**src/rtl/chs_pkg.sv**
```systemverilog
package chs_pkg;
  typedef enum logic [1:0] {
    CH_CTRL  = 2'd0,
    CH_ASYNC = 2'd1,
    CH_SYNC  = 2'd2,
    CH_ISOC  = 2'd3
  } ch_type_e;

  localparam int CMD_W = 8;

  localparam logic [CMD_W-1:0] CMD_RCV_BREAK  = 8'h70;
  localparam logic [CMD_W-1:0] CMD_CTL_BREAK  = 8'h36;
  localparam logic [CMD_W-1:0] CMD_ASY_BREAK  = 8'h26;
  localparam logic [CMD_W-1:0] CMD_CTL_START  = 8'h30;
  localparam logic [CMD_W-1:0] CMD_ASY_START  = 8'h20;

  // flag index within the flag vector
  localparam int FLG_EVT   = 0;
  localparam int FLG_DONE  = 1;
  localparam int FLG_START = 2;
  localparam int NUM_FLAGS = 3;
endpackage

```
**src/rtl/chs_cmd_decode.sv**
```systemverilog
module chs_cmd_decode
  import chs_pkg::*;
(
  input  logic             dma_mode_i,
  input  logic             dir_tx_i,
  input  logic [1:0]       ch_type_i,
  input  logic             cmd_valid_i,
  input  logic [CMD_W-1:0] cmd_byte_i,
  output logic             hit_o
);
  ch_type_e ch_type;
  logic     brk_tx, brk_rx, pkt_start, type_ok;

  always_comb begin
    ch_type   = ch_type_e'(ch_type_i);
    brk_tx    = (cmd_byte_i == CMD_RCV_BREAK);
    brk_rx    = (cmd_byte_i == CMD_CTL_BREAK) || (cmd_byte_i == CMD_ASY_BREAK);
    pkt_start = (cmd_byte_i == CMD_CTL_START) || (cmd_byte_i == CMD_ASY_START);
    type_ok   = (ch_type == CH_CTRL) || (ch_type == CH_ASYNC);
    hit_o     = 1'b0;
    if (cmd_valid_i) begin
      if (dma_mode_i) hit_o = dir_tx_i ? brk_tx : brk_rx;
      else            hit_o = !dir_tx_i && type_ok && pkt_start;
    end
  end
endmodule

```
**src/rtl/chs_flag_cell.sv**
```systemverilog
module chs_flag_cell (
  input  logic clk_i,
  input  logic rst_ni,
  input  logic set_i,
  input  logic clr_i,
  output logic flag_o
);
  always_ff @(posedge clk_i or negedge rst_ni) begin
    if (!rst_ni)    flag_o <= 1'b0;
    else if (set_i) flag_o <= 1'b1;  // set beats clear
    else if (clr_i) flag_o <= 1'b0;
  end
endmodule

```
**src/rtl/chs_ctrl_reg.sv**
```systemverilog
module chs_ctrl_reg #(
  parameter int NUM_FLAGS = 3,
  localparam int CTRL_W = NUM_FLAGS + 1
) (
  input  logic                 clk_i,
  input  logic                 rst_ni,
  input  logic                 wr_i,
  input  logic [CTRL_W-1:0]    wr_data_i,
  input  logic                 hw_clr_start_i,
  output logic                 start_o,
  output logic [NUM_FLAGS-1:0] mask_o
);
  always_ff @(posedge clk_i or negedge rst_ni) begin
    if (!rst_ni) begin
      start_o <= 1'b0;
      mask_o  <= '0;
    end else if (wr_i) begin
      start_o <= wr_data_i[0];
      mask_o  <= wr_data_i[CTRL_W-1:1];
    end else if (hw_clr_start_i) begin
      start_o <= 1'b0;
    end
  end
endmodule

```
**src/rtl/chs_status_top.sv**
```systemverilog
module chs_status_top
  import chs_pkg::*;
#(
  parameter int REG_W    = 16,
  parameter int FLAG_LSB = 9
) (
  input  logic              clk_i,
  input  logic              rst_ni,
  input  logic              dma_mode_i,
  input  logic              dir_tx_i,
  input  logic [1:0]        ch_type_i,
  input  logic              ping_pong_i,
  input  logic              first_q_i,
  input  logic              last_q_i,
  input  logic              cmd_valid_i,
  input  logic [CMD_W-1:0]  cmd_byte_i,
  input  logic              buf_begin_i,
  input  logic              wr_en_i,
  input  logic              wr_sel_i,
  input  logic [REG_W-1:0]  wr_data_i,
  output logic [REG_W-1:0]  status_o,
  output logic [REG_W-1:0]  control_o,
  output logic              irq_o
);
  localparam int CTRL_W = NUM_FLAGS + 1;

  logic                 cmd_hit;
  logic [NUM_FLAGS-1:0] flag_set, flag_clr, flags, mask;
  logic                 start, wr_status, wr_ctrl, hw_clr_start;
  logic                 unused_wdata;

  assign unused_wdata = ^wr_data_i;
  assign wr_status    = wr_en_i && !wr_sel_i;
  assign wr_ctrl      = wr_en_i && wr_sel_i;

  chs_cmd_decode i_dec (
    .dma_mode_i (dma_mode_i),
    .dir_tx_i   (dir_tx_i),
    .ch_type_i  (ch_type_i),
    .cmd_valid_i(cmd_valid_i),
    .cmd_byte_i (cmd_byte_i),
    .hit_o      (cmd_hit)
  );

  always_comb begin
    flag_set            = '0;
    flag_set[FLG_START] = dma_mode_i && first_q_i;
    flag_set[FLG_DONE]  = dma_mode_i && last_q_i;
    flag_set[FLG_EVT]   = cmd_hit;
    flag_clr            = {NUM_FLAGS{wr_status}} & wr_data_i[FLAG_LSB +: NUM_FLAGS];
  end

  for (genvar g = 0; g < NUM_FLAGS; g++) begin : g_flag
    chs_flag_cell i_cell (
      .clk_i (clk_i),
      .rst_ni(rst_ni),
      .set_i (flag_set[g]),
      .clr_i (flag_clr[g]),
      .flag_o(flags[g])
    );
  end

  assign hw_clr_start = dma_mode_i && ping_pong_i && buf_begin_i && start;

  chs_ctrl_reg #(.NUM_FLAGS(NUM_FLAGS)) i_ctrl (
    .clk_i         (clk_i),
    .rst_ni        (rst_ni),
    .wr_i          (wr_ctrl),
    .wr_data_i     (wr_data_i[CTRL_W-1:0]),
    .hw_clr_start_i(hw_clr_start),
    .start_o       (start),
    .mask_o        (mask)
  );

  always_comb begin
    status_o                           = '0;
    status_o[FLAG_LSB +: NUM_FLAGS]    = flags;
    control_o                          = '0;
    control_o[CTRL_W-1:0]              = {mask, start};
  end

  always_ff @(posedge clk_i or negedge rst_ni) begin
    if (!rst_ni) irq_o <= 1'b0;
    else         irq_o <= |(flags & mask);
  end
endmodule

```
**config.mk**
```make
export PLATFORM = sky130hd
export DESIGN_NAME = chs_status_top
export DESIGN_NICKNAME = d
export VERILOG_FILES = /design/src/rtl/chs_pkg.sv /design/src/rtl/chs_cmd_decode.sv /design/src/rtl/chs_flag_cell.sv /design/src/rtl/chs_ctrl_reg.sv /design/src/rtl/chs_status_top.sv
export SDC_FILE = /design/constraint.sdc
export NUM_CORES = 1
export LEC_CHECK = 0
export BUFFER_PORTS_ARGS = -buffer_cell sky130_fd_sc_hd__buf_2
export CAP_MARGIN = 20
export CORE_MARGIN = 2
export CORE_UTILIZATION = 35
export DETAILED_ROUTE_END_ITERATION = 8
export GPL_TIMING_DRIVEN = 0
export MAX_ROUTING_LAYER = met4
export PLACE_DENSITY = 0.91
export SLEW_MARGIN = 5
export SYNTH_ARGS = -nofsm -noshare
export SYNTH_HDL_FRONTEND = slang
export SYNTH_HIERARCHICAL = 1
export SYNTH_SLANG_ARGS = --single-unit
```
**constraint.sdc**
```tcl
create_clock -name clk_i -period 1.3 [get_ports clk_i]
set_input_delay 0.195 -clock clk_i [delete_from_list [all_inputs] [get_ports clk_i]]
set_output_delay 0.195 -clock clk_i [all_outputs]
set_load 0.01 [all_outputs]
```
### Word level (Yosys, flattened, before mapping)

Index checks and enable logic that the tools add are counted.

| storage, ports and cells | value |
|---|---|
| register bits | 8 |
| output and inout bits | 33 |
| logic and storage cells | 45 |

| operators by class | value |
|---|---|
| bitwise logic cells | 2 |
| eq/ne operators | 6 |
| multiplexer cells | 11 |
| reductions and logical operators | 20 |

Operator list:

| kind | count |
|---|---|
| 8-bit by 6-bit == test with 1-bit output (second input constant) | 4 |
| 1-bit 2-to-1 mux | 11 |
| 1-bit logical AND | 9 |
| 8-bit by 7-bit == test with 1-bit output (second input constant) | 1 |
| 2-bit nonzero test | 4 |
| 3-bit bitwise AND | 2 |
| 1-bit logical OR | 3 |
| 3-bit OR reduction | 1 |
| 2-bit by 1-bit == test with 1-bit output (second input constant) | 1 |
| 1-bit logical NOT | 2 |
| 2-bit logical NOT | 1 |

### Logic depth before layout (Yosys ltp)

Gate-level depths: netlist (run 1).

| logic depth | value |
|---|---|
| depth in word-level cells | 7 |
| gate-level depth with buffers | 4 |

### By module

The synthesis (run 1) kept the hierarchy.

Modules (own cells, without submodules):

| module | area an instance (µm²) | cells an instance | sequential area each (µm²) | times used |
|---|---|---|---|---|
| chs_status_top | 290.3 | 38 | 25.0 | 1 |
| chs_ctrl_reg | 147.6 | 9 | 100.1 | 1 |
| chs_flag_cell | 36.3 | 3 | 25.0 | 3 |
| chs_cmd_decode | 66.3 | 11 | 0.0 | 1 |

### Least setup slack after synthesis (run 1)

OpenSTA, ideal clock, no wires.

| timing | value |
|---|---|
| path kind | input -> register |
| from | input port cmd_byte_i[1] |
| to | register g_flag[0].i_cell.flag_o |
| slack | 305 ps |
| library setup time | 64 ps |
| stages | 4 |
| arrival time | 931 ps |
| data required time | 1236 ps |
| cell sequence | or3_1 -> a21oi_1 -> o2111a_1 -> a21o_1 |

| on the way | value |
|---|---|
| longest elaborated chain between the ends | 6 |
| elaborated cells between the ends (all ways) | 13 |
| classes of those cells | eq/ne (5); mux (4); reduce/logical (4) |

RTL lines:

| item | line | source |
|---|---|---|
| start, declared | chs_status_top.sv:16 | `input logic [CMD_W-1:0] cmd_byte_i,` |
| 8-bit by 6-bit == test with 1-bit output (on tied branches) | chs_cmd_decode.sv:17, chs_cmd_decode.sv:18 |  |
| 1-bit logical OR (on tied branches) | chs_cmd_decode.sv:17, chs_cmd_decode.sv:18 |  |
| 1-bit 2-to-1 mux or 1-bit logical AND (tied branches) | chs_cmd_decode.sv:22, chs_cmd_decode.sv:23 |  |
| 1-bit 2-to-1 mux (*) | chs_cmd_decode.sv:22 | `if (dma_mode_i) hit_o = dir_tx_i ? brk_tx : brk_rx;` |
| 1-bit 2-to-1 mux (*) | chs_cmd_decode.sv:21 | `if (cmd_valid_i) begin` |
| named net cmd_hit | chs_status_top.sv:27 | `logic cmd_hit;` |
| 1-bit 2-to-1 mux or 2-bit nonzero test (tied branches) | - |  |
| end signal, assigned | chs_flag_cell.sv:9 | `if (!rst_ni) flag_o <= 1'b0;` |
| end signal, assigned | chs_flag_cell.sv:10 | `else if (set_i) flag_o <= 1'b1;` |
| end signal, assigned | chs_flag_cell.sv:11 | `else if (clr_i) flag_o <= 1'b0;` |
| end, declared | chs_flag_cell.sv:6 | `output logic flag_o` |

The timed path passes the listed nets; every way through them passes the cells marked *.
A chain may end at the register's enable or synchronous reset.

### Worst setup path in the final report (run 1)

| timing | value |
|---|---|
| from | register i_ctrl.start_o |
| to | output port control_o[0] |

RTL lines:

| item | line | source |
|---|---|---|
| start, declared | chs_ctrl_reg.sv:10 | `output logic start_o,` |
| start signal, assigned | chs_ctrl_reg.sv:18 | `start_o <= wr_data_i[0];` |
| end, declared | chs_status_top.sv:22 | `output logic [REG_W-1:0] control_o,` |

No word-level cell between the ends.

==> results of run 1 <==
[cell type report]
type | count | area (um2) | share of cell area
multi-input combinational | 53 | 292.8 | 0.3158
sequential | 8 | 200.2 | 0.2159
buffer | 26 | 195.2 | 0.2105
timing repair buffer | 35 | 180.2 | 0.1943
clock buffer | 3 | 22.52 | 0.02429
tap | 17 | 21.27 | 0.02294
inverter | 4 | 15.01 | 0.01619
[stage by stage]
step	utilization	setup WS, ns	power [uW]	std cells
finish	0.5489	0.2011	742.9	146
global route	0.5489	0.1690	795.8	146
CTS	0.5489	0.1866	753.4	146
detailed placement	0.5296	0.1423	555.4	142
global placement	0.5296	0.1584	546.9	142
floorplan	-	0.3051	464.1	91
[logic make-up (layout without fill, tap and decap cells)]
group,count (synthesis),after routing,synth area share
buf+inv,30,68,0.3429
simple gates,18,18,0.1735
flops,8,8,0.3265
compound gates,7,7,0.09591
mux,3,3,0.05510
other cells,1,25,0.006117
[synthesized netlist by cell type, drive strengths merged (2+ instances only)]
cell / instances
nor2: 2
dfrtp: 8
a21o: 3
inv: 4
mux2: 3
and2: 6
buf: 26
nand2: 2
nor2b: 3
[worst max-delay path by stage]
stage	to	cells past startpoint
CTS	control_o[0]	2
global placement	g_flag[0].i_cell/flag_o	5
global route	control_o[0]	2
floorplan	g_flag[0].i_cell/flag_o	4
detailed placement	g_flag[0].i_cell/flag_o	5
finish	control_o[0]	2
[registers in the layout, indices dropped and copies added (netlist names)]
register              flops
g_flag.i_cell/flag_o      3
i_ctrl/mask_o             3
i_ctrl/start_o            1
irq_o                     1
[layer usage]
| layer | track usage | vias up | share of wire |
|---|---|---|---|
| li1 | - | 295 | - |
| met1 | 0.1192 | 238 | 0.33 |
| met2 | 0.2639 | 27 | 0.57 |
| met3 | 0.06349 | 2 | 0.095 |
| met4 | 0.07429 | 0 | 0.0075 |
| met5 | - | - | 0 |
[report_power, final]
part           internal (uW)  switching (uW)  total, uW
Clock                    105            81.8        187
Combinational            140             112        252
Sequential               282            21.9        304
[repair_timing]
| action | CTS | global route |
|---|---|---|
| endpoints found under the hold margin | 8 | 0 |
| hold buffers | 1 | 0 |
| setup buffers | 0 | 0 |
==> results by stage, run 1 <==
Status:
- The run finished with clean final reports.

Placement:
- After legalization and detailed placement, the total HPWL measured 1.169 mm.
- The last weighted congestion value of the routability-driven placer is 0.6373.
- The count of buffers added on input and output ports is 34.
- The area of placed instances is 894.6 um2.

Min path:
- The worst hold path belongs to the class in2reg.
- For hold timing, the worst endpoint is i_ctrl/mask_o[0].
- The hold path depth is 2.
- In this run the most critical hold path is launched from wr_data_i[1].

Worst setup path:
- The setup check on the worst reg-to-reg path leaves a slack of 0.36 ns.
- The launching element type of the critical path is a flop.
- The critical path goes through buf_4 > buf_2.
- The cell depth of the worst flop-to-flop path is 2.
- The critical path contains buffers and inverters numbering 2 combined.
- In this design, the stage delay of the slowest critical-path cell is 0.39 ns.
- Tracing the worst setup path back leads to its startpoint at i_ctrl/start_o.
- The critical path is of the reg2out type.
- Along the worst path, the maximum fanout reaches 3.
- For the worst setup path, the data required time is 1.11 ns.
- The dominant delay contributor by cell family on the critical path is flip-flops.
- The endpoint of the worst register-to-register path is irq_o.
- For the worst setup path, the data arrival time is 0.90 ns.
- The slowest cell on the critical path is sky130_fd_sc_hd__dfrtp_1.
- The startpoint identified for the worst register-to-register timing path is g_flag[0].i_cell/flag_o.
- The nature of the critical path endpoint is a primary output.

Global routing:
- The overall routing resource usage is 0.1444.
- The number of antenna violations at the first check in global routing came to 0.
- Summed over all layers, the global routing overflow is 0.
- The pin count of the biggest net entering global routing is 9.
- The via count of the first global-routing pass was 477.
- The global-route wire length before repair is 1.980 mm.

STA:
- The total count of max-transition violations in the final report was 0.
- For this run, the top clock speed supported by timing is 910.0 MHz.
- In the finished design, the share of the clock period the worst path needs comes to 0.8453.
- Hold is met by 0.1749 ns.
- The final worst clock skew is 0.002977 ns.
- The final hold violation count is 0.
- The minimum clock period is 1.099 ns.
- Setup repair after global routing left no endpoint under its margin.
- In the final timing run, aggregate negative setup slack is 0 ns.
- Setup violations remaining at the end of the flow were counted as 0.

Yosys:
- The share of the Yosys chip area taken by registers is 0.3265.
- The number of unique standard cell types used by synthesis is 19.
- In the synthesized netlist the dominant register cell turns out to be sky130_fd_sc_hd__dfrtp_1.
- The largest total area in the synthesized netlist belongs to sky130_fd_sc_hd__dfrtp_1.
- The synthesis-stage register bit count is 8.
- The Yosys warning count is 6.
- The number of synthesized flops with an enable pin is 0.
- In the post-synthesis netlist, the biggest area contributors are sky130_fd_sc_hd__dfrtp_1 33%, sky130_fd_sc_hd__buf_4 32%, sky130_fd_sc_hd__and2_1 6.1%, sky130_fd_sc_hd__mux2_2 5.5%, sky130_fd_sc_hd__a21o_1 3.7%.
- Each instance of the synthesized netlist takes up on average 9.151 um2.
- The mapped netlist covers 613.1 um2.
- The fraction of synthesized cell area taken by the top area cell type is 0.3265.
- In the synthesized netlist the async set-or-reset flop fraction comes to 1.000.
- Synthesis produced 67 cells.

Routing:
- Detailed routing inserted a total of 562 vias.
- The number of design rule violations left after detail routing is 0.
- The post-detailed-route wirelength per cell is 9.158 um.
- The first-iteration detailed-routing DRC count is 4.
- The number of iterations in the first detailed-routing pass is 4.
- The wire length after detailed routing is 1.337 mm.
- In this run the remaining antenna-violating nets after routing total 0.
- The via count normalized by instance count is 3.849.

Final layout:
- The summed area of non-filler cells in the final layout is 927.1 um2.
- The layout has 157 filler cells.
- Compared with the post-synthesis result, the final layout area differs by 51.22%.
- The count of antenna diodes in the layout is 0.
- In the final layout, the share of cells above drive strength 1 is 0.5194.
- The library cell used most frequently in the layout, excluding fill and tap cells, is sky130_fd_sc_hd__buf_2.
- The net count of the finished layout is 168.
- Leaving out fill and tap cells, the most frequent cells in the layout are 34 x sky130_fd_sc_hd__buf_2, 26 x sky130_fd_sc_hd__buf_4, 25 x sky130_fd_sc_hd__conb_1.

Floorplan:
- For this configuration, the core starts out at a cell density of 0.3630.
- The die is 45.86 um tall.
- The I/O pin count is 70.
- The core region is 1689 um2.
- The floorplan step defined a die boundary enclosing 2103 um2.
- The initialized floorplan defines 15 standard-cell rows.
- The floorplan die width is 45.86 um.

Power:
- The peak ir drop on the vdd network is 0.5707 mV.
- In this run the power density over the cells is 801.3 nW/um2.
- The leakage power figure is 0.0005679 uW.

Clocking:
- Clock tree synthesis found a total of 8 sinks.
- The root cell of the clock tree is sky130_fd_sc_hd__clkbuf_4.
- In this run the number of H-tree levels came out at 1.
- The later pin in the worst-skew pair is clocked with a latency of 0.25 ns.
- The number of gates resized after CTS is 0.
- Counting the buffers created by CTS gives 3.
- The clock tree from TritonCTS is yes.
- The maximum buffer depth of the clock tree is 2.
- After clock tree synthesis, the clock-pin slew on the worst setup and hold paths is 0.05 ns.

Job:
- The reported max-cap violation count is 0.
Note: power is estimated with default switching activity, not from simulation.
==> inputs of run 2 (changes only) <==
--- a/config.mk
+++ b/config.mk
@@ -5,14 +5,15 @@
 export SDC_FILE = /design/constraint.sdc
 export NUM_CORES = 1
 export LEC_CHECK = 0
+export ABC_AREA = 1
 export BUFFER_PORTS_ARGS = -buffer_cell sky130_fd_sc_hd__buf_2
 export CAP_MARGIN = 20
 export CORE_MARGIN = 2
-export CORE_UTILIZATION = 35
+export CORE_UTILIZATION = 31
 export DETAILED_ROUTE_END_ITERATION = 8
 export GPL_TIMING_DRIVEN = 0
 export MAX_ROUTING_LAYER = met4
-export PLACE_DENSITY = 0.91
+export PLACE_DENSITY = 0.83
 export SLEW_MARGIN = 5
 export SYNTH_ARGS = -nofsm -noshare
 export SYNTH_HDL_FRONTEND = slang
==> constraint.sdc (replaced) <==
create_clock -name clk_i -period 0.95 [get_ports clk_i]
set_input_delay 0.1425 -clock clk_i [delete_from_list [all_inputs] [get_ports clk_i]]
set_output_delay 0.1425 -clock clk_i [all_outputs]
set_load 0.01 [all_outputs]
==> run 2 against run 1 <==
Effect of this change: sequential cell count stayed put; largest cell class unchanged; sequential power grew 34%; wire length rose by 0.30%; clock power up 31%; worst setup slack worse by 0.18 ns; combinational power rose by 52%; count of clock-buffer cells in the layout is the same; cell count grew 35%; first-iteration DRC count decreased by 25%; core utilization fell by 3.1 points; register-to-register slack got worse by 0.27 ns.
==> results by stage, run 2 <==
Yosys:
- The total standard cell area after synthesis is 670.6 um2 (was 613.1 um2).
- The count of mapped cells out of synthesis is 104 (was 67).
- The number of synthesized flops with an enable pin is 0 (unchanged).
- The dominant synthesized flop cell is sky130_fd_sc_hd__dfrtp_1 (unchanged).
- The fraction of registers with async set/reset is 1.000 (unchanged).
- The Yosys warning count was 6 (unchanged).
- Most frequent cells after synthesis: 31 x sky130_fd_sc_hd__nand2_1, 26 x sky130_fd_sc_hd__buf_4, 21 x sky130_fd_sc_hd__inv_1, 9 x sky130_fd_sc_hd__nor2_1, 8 x sky130_fd_sc_hd__dfrtp_1 (was 26 x sky130_fd_sc_hd__buf_4, 8 x sky130_fd_sc_hd__dfrtp_1, 6 x sky130_fd_sc_hd__and2_1, 4 x sky130_fd_sc_hd__inv_1).
- The number of unique standard cell types used by synthesis came to 10 (was 19).
- The cell taking the most area after synthesis is sky130_fd_sc_hd__dfrtp_1 (unchanged).
- The synthesis-stage register bit count is 8 (unchanged).
- The dominant cell by count in the synthesized netlist is sky130_fd_sc_hd__nand2_1 (was sky130_fd_sc_hd__buf_4).
- The fraction of synthesized cell area taken by the top area cell type is 0.2985 (was 0.3265).
- The average size of a mapped cell is 6.448 um2 (was 9.151 um2).
- Area contributors post-synth: sky130_fd_sc_hd__dfrtp_1 30%, sky130_fd_sc_hd__buf_4 29%, sky130_fd_sc_hd__nand2_1 17%, sky130_fd_sc_hd__inv_1 12%, sky130_fd_sc_hd__nor2_1 5.0% (was sky130_fd_sc_hd__dfrtp_1 33%, sky130_fd_sc_hd__buf_4 32%, sky130_fd_sc_hd__and2_1 6.1%, sky130_fd_sc_hd__mux2_2 5.5%, sky130_fd_sc_hd__a21o_1 3.7%).
- The register area share after synthesis is 0.2985 (was 0.3265).

Min path:
- The path class of the lowest-slack min-delay path is in2reg (unchanged).

Final layout:
- The filler-free cell count of the finished design is 197 (was 146).
- The most common library cell in the layout ignoring fill and taps was sky130_fd_sc_hd__buf_2 (unchanged).
- The summed area of non-filler cells in the final layout came to 1037 um2 (was 927.1 um2).
- Highest-count cells in the layout ignoring fill and taps: 33 x sky130_fd_sc_hd__buf_2, 31 x sky130_fd_sc_hd__nand2_1, 29 x sky130_fd_sc_hd__buf_4 (was 34 x sky130_fd_sc_hd__buf_2, 26 x sky130_fd_sc_hd__buf_4, 25 x sky130_fd_sc_hd__conb_1).
- The layout overhead on the synthesized area is 54.66% (was 51.22%).
- The number of inserted filler cells in the final layout came to 215 (was 157).
- The count of antenna diodes in the layout came to 0 (unchanged).
- The net count of the finished layout is 209 (was 168).
- The fraction of final layout cells sized beyond drive strength 1 was 0.4059 (was 0.5194).
- Regs by FF count: g_flag.i_cell/flag_o: 3 flops, i_ctrl/mask_o: 3 flops (unchanged).

Routing:
- The wire length after detailed routing came to 1.341 mm (was 1.337 mm).
- The post-detailed-route wirelength per cell is 6.807 um (was 9.158 um).
- The via count normalized by instance count was 3.320 (was 3.849).
- The detailed-route via count is 654 (was 562).
- The number of nets with antenna violations after routing came to 0 (unchanged).
- The first-iteration detailed-routing DRC count is 3 (was 4).
- The number of design rule violations left after detail routing came to 0 (unchanged).
- The number of iterations in the first detailed-routing pass is 4 (unchanged).

STA:
- The final worst clock skew is 0.003676 ns (was 0.002977 ns).
- The final count of negative-setup-slack endpoints is 0 (unchanged).
- The total count of max-transition violations in the final report is 0 (unchanged).
- The final-layout setup total negative slack is 0 ns (unchanged).
- The minimum clock period is 0.9256 ns.
- Of the available clock period, the critical path in the final layout requires 0.9744.
- The top achievable clock speed is 1080 MHz.
- The worst-case hold slack is 0.09108 ns (was 0.1749 ns).
- Setup repair after global routing missed its margin: yes (was no).
- The final hold violation count was 0 (unchanged).
- The worst-case setup margin in the final layout is 0.02436 ns (was 0.2011 ns).

Power:
- The peak ir drop on the vdd network is 0.6148 mV (was 0.5707 mV).
- The total power density per cell area was 1000 nW/um2 (was 801.3 nW/um2).
- The leakage power figure came to 0.0006976 uW (was 0.0005679 uW).

Placement:
- The pre-CTS worst setup slack is 0.1118 ns (was 0.1423 ns).
- The area of placed instances came to 964.7 um2 (was 894.6 um2).
- The count of placed standard cells including taps is 189 (was 142).
- The last weighted congestion value of the routability-driven placer was 0.6925 (was 0.6373).
- The detailed placer's ending HPWL came to 1.177 mm (was 1.169 mm).
- The number of input and output port buffers inserted is 34 (unchanged).

Worst setup path:
- The number of buffer and inverter instances along the worst setup path is 1 (was 2).
- The launching element type of the critical path is a flop (unchanged).
- Cell-by-cell listing of the critical path: buf_2 (was buf_4 > buf_2).
- The nature of the critical path endpoint is a primary output (unchanged).
- The critical setup path kind is reg2out (unchanged).
- The delay of the slowest critical-path stage is 0.39 ns (about the same).
- The dominant delay contributor by cell family on the critical path is flip-flops (unchanged).
- The arrival time reported for the critical path endpoint was 0.78 ns (was 0.90 ns).
- The critical path data required time came to 0.81 ns (was 1.11 ns).
- The slowest cell on the critical path is sky130_fd_sc_hd__dfrtp_1 (unchanged).
- The top fanout value on the critical path is 3 (unchanged).

Clocking:
- The clock sink total came to 8 (unchanged).
- The root cell of the clock tree is sky130_fd_sc_hd__clkbuf_4 (unchanged).
- The clock tree from TritonCTS is yes (unchanged).
- The number of buffers created by CTS is 3 (unchanged).
- The clock-pin slew of the registers on the worst-case setup and hold paths is 0.05 ns (about the same).
- The maximum buffer depth of the clock tree was 2 (unchanged).
- The clock network latency to the later pin of the worst-skew pair came to 0.24 ns (was 0.25 ns).
- The maximum level of the CTS H-tree is 1 (unchanged).

Floorplan:
- The die span in y is 50.51 um (was 45.86 um).
- The site row count was 16 (was 15).
- The placeable core region was 2002 um2 (was 1689 um2).
- The I/O pin count came to 70 (unchanged).
- The effective utilization at floorplan came to 0.3350 (was 0.3630).
- The floorplan die width is 50.51 um (was 45.86 um).
- The die area is 2551 um2 (was 2103 um2).

Job:
- The reported max-cap violation count is 0 (unchanged).

Global routing:
- The overall routing resource usage is 0.1135 (was 0.1444).
- The pin count of the biggest net entering global routing is 9 (unchanged).
- The via count of the first global-routing pass is 542 (was 477).
- The global-route wire length before repair is 2.125 mm (was 1.980 mm).
- The fraction of met2 tracks used by global routing is 0.1886 (was 0.2639).
- The most utilized layer in the global route result is met2 (unchanged).
- The overflow left after global routing is 0 (unchanged).
- The fraction of met3 tracks used by global routing was 0.01786 (was 0.06349).
- The number of antenna violations at the first check in global routing was 0 (unchanged).
- The met1 demand-to-capacity share in global routing is 0.1284 (was 0.1192).

Status:
- Result of the run: complete, no violations (unchanged).
[run 2: changes by cell type after synthesis, sizes merged, moves of 6 or more]
| cell | delta |
|---|---|
| and2 | -6 |
| inv | +17 |
| nand2 | +30 |
| nor2 | +8 |
[run 2: path summary, 6_finish.rpt]
kind,from,endpoint,slack [ns],depth (start not counted)
max,i_ctrl/mask_o[1],control_o[2],0.02,1
min,wr_data_i[0],i_ctrl/start_o,0.09,3
max reg2reg,i_ctrl/start_o,i_ctrl/start_o,0.09,6
min reg2reg,g_flag[1].i_cell/flag_o,g_flag[1].i_cell/flag_o,0.51,2
max in group asynchronous,rst_ni,irq_o,0.51,2
min in group asynchronous,rst_ni,i_ctrl/mask_o[0],0.26,2
[run 2: metrics by stage]
step	utilization	total power, uW
6_report	0.5181	1038
5_1_grt	0.5181	1123
4_1_cts	0.5050	1034
3_5_place_dp	0.4819	759.1
3_3_place_gp	0.4819	748.7
2_1_floorplan	-	635.3
[run 2: metal layers]
| layer | part of all wire | routed length [um] | up-vias |
|---|---|---|---|
| met4 | 0 | 0 | 0 |
| met5 | 0 | 0 | - |
| met1 | 0.40 | 530 | 245 |
| met3 | 0.092 | 124 | 0 |
| li1 | - | - | 378 |
| met2 | 0.51 | 686 | 31 |
[run 2: worst reg2reg max path, stage by stage (launching register included)]
cell                      delay [ns]
sky130_fd_sc_hd__dfrtp_1        0.38
sky130_fd_sc_hd__buf_6          0.11
sky130_fd_sc_hd__nand2_1        0.04
sky130_fd_sc_hd__nor2_1         0.07
sky130_fd_sc_hd__nor2_1         0.04
sky130_fd_sc_hd__nand2_1        0.06
sky130_fd_sc_hd__nand2_1        0.05
[run 2: cells by family after synthesis]
group | Yosys count | synth area share
other cells | 1 | 0.005592
compound gates | 3 | 0.02238
buf+inv | 47 | 0.4086
simple gates | 45 | 0.2649
flops | 8 | 0.2985
[run 2: power by group]
part	internal [uW]	switching, uW
Combinational	204	180
Clock	144	102
Sequential	383	25.6
Total	731	307
[run 2: layout make-up]
class / count / area (um2) / share of cell area
Multi-Input combinational cell: 73 / 286.5 / 0.2762
Timing Repair Buffer: 40 / 227.7 / 0.2195
Sequential cell: 8 / 200.2 / 0.1930
Buffer: 25 / 187.7 / 0.1809
Inverter: 21 / 78.83 / 0.07600
Tap cell: 27 / 33.78 / 0.03257
Clock buffer: 3 / 22.52 / 0.02171
[run 2: repair_timing]
action | in CTS | in global routing
endpoints found under the setup margin | 2 | 6
gates resized for setup | 1 | 1
setup buffers | 2 | 3
endpoints found under the hold margin | 8 | 0
hold buffers | 1 | 0
pin swaps | 0 | 3
